File: src/rtl/rsq_pkg.sv
package rsq_pkg;

    typedef enum logic [1:0] {
        S_IDLE = 2'd0,
        S_PULL = 2'd1,
        S_WAIT = 2'd2,
        S_HOLD = 2'd3
    } rsq_state_t;

    typedef enum logic [1:0] {
        CAUSE_NORM = 2'b00,
        CAUSE_CM   = 2'b01,
        CAUSE_COP  = 2'b10
    } rsq_cause_t;

endpackage

File: src/rtl/rsq_pin_sync.sv
module rsq_pin_sync #(
    parameter int STAGES = 2
) (
    input  logic clk,
    input  logic arst,
    input  logic d_in,
    output logic q_out
);
    logic [STAGES-1:0] chain_q;

    // The chain clears to 0 because the pin is pulled low during power-on.
    generate
        if (STAGES == 1) begin : g_one
            always_ff @(posedge clk or posedge arst) begin
                if (arst) chain_q <= '0;
                else      chain_q <= d_in;
            end
        end else begin : g_many
            always_ff @(posedge clk or posedge arst) begin
                if (arst) chain_q <= '0;
                else      chain_q <= {chain_q[STAGES-2:0], d_in};
            end
        end
    endgenerate

    assign q_out = chain_q[STAGES-1];
endmodule

File: src/rtl/rsq_cause_arb.sv
module rsq_cause_arb
    import rsq_pkg::*;
(
    input  logic       cm_fail,
    input  logic       cop_fail,
    input  logic       pin_low,
    output logic       req,
    output rsq_cause_t req_cause
);
    // Priority: clock monitor first, then COP, then the external pin.
    always_comb begin
        req       = 1'b1;
        req_cause = CAUSE_NORM;
        if (cm_fail)       req_cause = CAUSE_CM;
        else if (cop_fail) req_cause = CAUSE_COP;
        else if (pin_low)  req_cause = CAUSE_NORM;
        else               req = 1'b0;
    end
endmodule

File: src/rtl/rsq_fsm.sv
module rsq_fsm
    import rsq_pkg::*;
#(
    parameter int PULL_CYC   = 16,
    parameter int SAMPLE_CYC = 8
) (
    input  logic       clk,
    input  logic       por,
    input  logic       eclk_en,
    input  logic       pin_s,
    input  logic       req,
    input  rsq_cause_t req_cause,
    output logic       pin_pull,
    output logic       core_rst,
    output logic [1:0] vec_sel
);
    localparam int CNT_MAX = (PULL_CYC > SAMPLE_CYC) ? PULL_CYC : SAMPLE_CYC;
    localparam int CW      = (CNT_MAX > 1) ? $clog2(CNT_MAX) : 1;
    localparam logic [CW-1:0] PULL_LAST = CW'(PULL_CYC - 1);
    localparam logic [CW-1:0] SAMP_LAST = CW'(SAMPLE_CYC - 1);

    rsq_state_t    st, st_nx;
    rsq_cause_t    cause, cause_nx;
    logic [CW-1:0] cnt, cnt_nx;

    // State register: power-on enters reset without a clock.
    always_ff @(posedge clk or posedge por) begin
        if (por) begin
            st    <= S_PULL;
            cnt   <= '0;
            cause <= CAUSE_NORM;
        end else begin
            st    <= st_nx;
            cnt   <= cnt_nx;
            cause <= cause_nx;
        end
    end

    always_comb begin
        st_nx    = st;
        cnt_nx   = cnt;
        cause_nx = cause;
        unique case (st)
            S_IDLE: begin
                if (req) begin
                    st_nx    = S_PULL;
                    cnt_nx   = '0;
                    cause_nx = req_cause;
                end
            end
            S_PULL: begin
                if (eclk_en) begin
                    if (cnt == PULL_LAST) begin
                        st_nx  = S_WAIT;
                        cnt_nx = '0;
                    end else begin
                        cnt_nx = cnt + 1'b1;
                    end
                end
            end
            S_WAIT: begin
                if (eclk_en) begin
                    if (cnt == SAMP_LAST) begin
                        st_nx = S_HOLD;
                        if (!pin_s) cause_nx = CAUSE_NORM;
                    end else begin
                        cnt_nx = cnt + 1'b1;
                    end
                end
            end
            S_HOLD: begin
                if (eclk_en && pin_s) st_nx = S_IDLE;
            end
            default: st_nx = S_IDLE;
        endcase
    end

    // Output process
    always_comb begin
        pin_pull = (st == S_PULL);
        core_rst = (st != S_IDLE);
        vec_sel  = cause;
    end

    a_r3_pull_inside_reset: assert property (@(posedge clk) disable iff (por)
        pin_pull |-> core_rst);

    a_r3_pull_ends_on_tick: assert property (@(posedge clk) disable iff (por)
        $fell(pin_pull) |-> $past(eclk_en));

    a_r8_release_on_tick_pin_high: assert property (@(posedge clk) disable iff (por)
        $fell(core_rst) |-> ($past(eclk_en) && $past(pin_s)));

    a_r9_cause_frozen_while_pulling: assert property (@(posedge clk) disable iff (por)
        (st == S_PULL) |=> $stable(vec_sel));

    a_r4_reclass_only_to_normal: assert property (@(posedge clk) disable iff (por)
        (core_rst && $past(core_rst) && !$stable(vec_sel)) |-> (vec_sel == 2'b00));

    a_r10_code_legal: assert property (@(posedge clk) disable iff (por)
        vec_sel != 2'b11);
endmodule

File: src/rtl/reset_sequencer.sv
module reset_sequencer
    import rsq_pkg::*;
#(
    parameter int PULL_CYC    = 16,
    parameter int SAMPLE_CYC  = 8,
    parameter int SYNC_STAGES = 2
) (
    input  logic       clk,
    input  logic       por_in,
    input  logic       cop_fail,
    input  logic       cm_fail,
    input  logic       rst_pin_in,
    input  logic       eclk_en,
    output logic       rst_pin_pull,
    output logic       core_rst,
    output logic [1:0] vec_sel
);
    logic       pin_s;
    logic       req;
    rsq_cause_t req_cause;

    rsq_pin_sync #(.STAGES(SYNC_STAGES)) u_sync (
        .clk   (clk),
        .arst  (por_in),
        .d_in  (rst_pin_in),
        .q_out (pin_s)
    );

    rsq_cause_arb u_arb (
        .cm_fail   (cm_fail),
        .cop_fail  (cop_fail),
        .pin_low   (!pin_s),
        .req       (req),
        .req_cause (req_cause)
    );

    rsq_fsm #(.PULL_CYC(PULL_CYC), .SAMPLE_CYC(SAMPLE_CYC)) u_fsm (
        .clk       (clk),
        .por       (por_in),
        .eclk_en   (eclk_en),
        .pin_s     (pin_s),
        .req       (req),
        .req_cause (req_cause),
        .pin_pull  (rst_pin_pull),
        .core_rst  (core_rst),
        .vec_sel   (vec_sel)
    );
endmodule

File: config.mk
export PLATFORM = sky130hd
export DESIGN_NAME = reset_sequencer
export DESIGN_NICKNAME = d
export VERILOG_FILES = /design/src/rtl/rsq_pkg.sv /design/src/rtl/rsq_pin_sync.sv /design/src/rtl/rsq_cause_arb.sv /design/src/rtl/rsq_fsm.sv /design/src/rtl/reset_sequencer.sv
export SDC_FILE = /design/constraint.sdc
export NUM_CORES = 1
export LEC_CHECK = 0
export BUFFER_PORTS_ARGS = -buffer_cell sky130_fd_sc_hd__buf_2
export CORE_MARGIN = 1.5
export CORE_UTILIZATION = 35
export CTS_CLUSTER_SIZE = 14
export DETAILED_ROUTE_END_ITERATION = 7
export PLACE_DENSITY = 0.53
export SLEW_MARGIN = 10
export SYNTH_ARGS = -nofsm -noshare
export SYNTH_HDL_FRONTEND = slang
export SYNTH_SLANG_ARGS = --single-unit
File: constraint.sdc
create_clock -name clk -period 3.7 [get_ports clk]
set_input_delay 0.555 -clock clk [delete_from_list [all_inputs] [get_ports clk]]
set_output_delay 0.555 -clock clk [all_outputs]
set_load 0.01 [all_outputs]
==> reports/qor.yml <==
floorplan:
  die_area_um2: 2092
  core-area_um2: 1727
  die_y_um: 45.74
  ios: 10
  fp-row-count: 15
  fp.dieW_um: 45.74
  start_util: 0.3703
sta:
  rsz0062_at_grt: "false"
  clock_skew_ps: 6.344
  slew_viol_final: 0
  worst_pin_slew_ps: 389.8
  period_share: 0.5519
  hold_viol_final: 0
  slew_headroom: 0.7399
  tns_ps: 0
  clock.fmax_ghz: 0.4897
  finalSetupViolCount: 0
  min_period_ps: 2042
run:
  drv_cap: 0
worst_hold_path:
  holdCritPathClass: "in2async"
synth:
  avgSynthCellArea_um2: 9.836
  ys_ff_latch: 10
  synth_fp_nets: 76
  syn_inst: 65
  synth-main-ff-cell: "dfrtp_1"
  synthDistinctLibCells: 30
  yosysSeqAreaShare: 0.3933
  synth_edf_count: 0
  synth_warnings: 0
  netlist_area_um2: 639.4
  async_flop_share: 1.000
cts:
  post_cts_resized: 0
  cts_htree_levels: 1
  clkLatencyLatePin_ps: 260
  cts_sinks: 10
  clk_path_buf_depth: 2
  clk_pin_slew_ps: 70
  cts_buffers: 3
  cts_tree: "done"
  ctsHoldBuffers: 0
  cts_setup_buffers: 0
  cts_root_buffer: "clkbuf_4"
finish:
  nNetsFinal: 89
  finalInstanceArea_um2: 740.7
  drive_gt1_frac: 0.2597
  area_delta_synth_final_pct: 15.85
  post-route-util: 0.4290
  diodes: 0
placement:
  hpwl_um: 891.2
  routabilityCongestion: 0.7882
  port_buffers: 9
  place_area_um2: 704.4
power_and_ir_drop:
  peakVddDrop_v: 0.0003289
  finalPower_w: 0.0005625
  leakagePower_nw: 0.3450
  power_density_nw_per_um2: 759.4
global_route:
  grt_pass1_vias: 423
  grt_max_degree: 11
  grt_usage: 0.1291
  antenna_found_initial: 0
  grt_pass1_wl_um: 1821
  gr-total-overflow: 0
critical_path:
  critPathLaunchType: "flop"
  critPathMaxFanout: 10
  path_cells: "inv_1 -> ha_1 -> inv_1 -> o21ai_2 -> nor3_1 -> mux2_2"
  crit_top_cell: "inv_1"
  slowest_delay_ps: 550
  path_class: "reg2reg"
  arrival_ps: 2200
  crit_slowest_cell: "dfstp_2"
  cp.required_ps: 3850
  end_kind: "flop"
routing:
  wl_um: 1173
  vias_per_cell: 4.961
  drtAntennaViolNets: 0
  drt-initial-drc-count: 9
  via_count: 506
  dr.pass1.iters: 4
  drc: 0
  wl_per_cell_um: 11.50
status:
  status: "finished clean"
## synthesized netlist by cell type (all sizes together), types with 2 or more instances
cell / instances / area [µm²]
dfrtp: 9 / 225.2
inv: 7 / 26.28
o21ai: 6 / 33.78
ha: 5 / 62.56
nand2: 3 / 11.26
nand3: 3 / 15.01
nor2: 3 / 11.26
o21a: 3 / 22.52
a211oi: 2 / 15.01
a21oi: 2 / 10.01
mux2: 2 / 22.52
mux2i: 2 / 20.02
nand2b: 2 / 12.51
or2b: 2 / 16.27
## worst max-delay path: cells and delay by family, from the launching register on
kind | cells | cell delay (ps)
AOI/OAI and AO/OA | 1 | 120
adders and majority gates | 1 | 320
buffers and inverters | 2 | 230
DFF | 1 | 550
muxes | 1 | 370
and+or+nand+nor | 1 | 340
## metal layers
metal	up-vias	track usage	routed length, µm
li1	257	-	-
met1	239	0.1769	614
met2	8	0.1746	510
met3	2	0.05952	35
met4	0	0.05143	13
met5	-	0	0
## flip-flops by register name, indices dropped and copies added, names as in the netlist
register / count
u_fsm.cnt: 4
u_fsm.st: 2
u_fsm.vec_sel: 2
u_sync.chain_q: 2
## per-stage QoR
stage / setup WS [ps] / std cells / hold WS [ps]
floorplan: 1823 / 65 / 331.2
global placement: 1689 / 98 / 335.7
detailed placement: 1663 / 98 / 338.1
CTS: 1642 / 102 / 276.5
global route: 1528 / 102 / 306.9
finish: 1658 / 102 / 259.1
## power breakdown
group	switching (W)	internal (W)	total (W)
sequential	0.0000225	0.000146	0.000168
clock	0.0000371	0.0000597	0.0000968
combinational	0.000171	0.000127	0.000298
## area by class of cell
class                   instances  area, µm²
repair buffers                  9      45.04
inverters                       7      26.28
clock buffers                   4      36.28
flip-flops and latches         10      251.5
fillers                       178      985.9
well taps                      25      31.28
multi-input cells              47      350.3
## worst paths after layout
check	from	endpoint	slack (ps)	cells after the start
min in group clk	u_sync.chain_q[0]	u_sync.chain_q[1]	350	0
min reg2reg	u_sync.chain_q[0]	u_sync.chain_q[1]	350	0
max	u_fsm.st[0]	u_fsm.st[1]	1660	6
max reg2reg	u_fsm.st[0]	u_fsm.st[1]	1660	6
min	por_in	u_fsm.cnt[3]	260	2
max in group asynchronous	por_in	u_fsm.st[0]	3130	2
## layout by cell type (no fill, tap or decap), drive strengths merged, types with 2 or more instances in the layout
master	netlist	final
a211oi	2	2
or2b	2	2
buf	1	9
clkbuf	0	4
ha	5	5
a21oi	2	2
o21ai	6	6
nand3	3	3
mux2	2	2
mux2i	2	2
nand2	3	3
nand2b	2	2
o21a	3	3
inv	7	7
dfrtp	9	9
nor2	3	3
## cells by family (layout without fill, tap and decap cells)
| group | count (synthesis) | after routing | share of synthesized area |
|---|---|---|---|
| and+or+nand+nor | 20 | 20 | 0.1898 |
| buffers and inverters | 8 | 20 | 0.05871 |
| adders and majority gates | 5 | 5 | 0.09785 |
| DFF | 10 | 10 | 0.3934 |
| muxes | 4 | 4 | 0.06653 |
| AOI/OAI and AO/OA | 18 | 18 | 0.1937 |
Note: power is estimated with default switching activity, not from simulation.
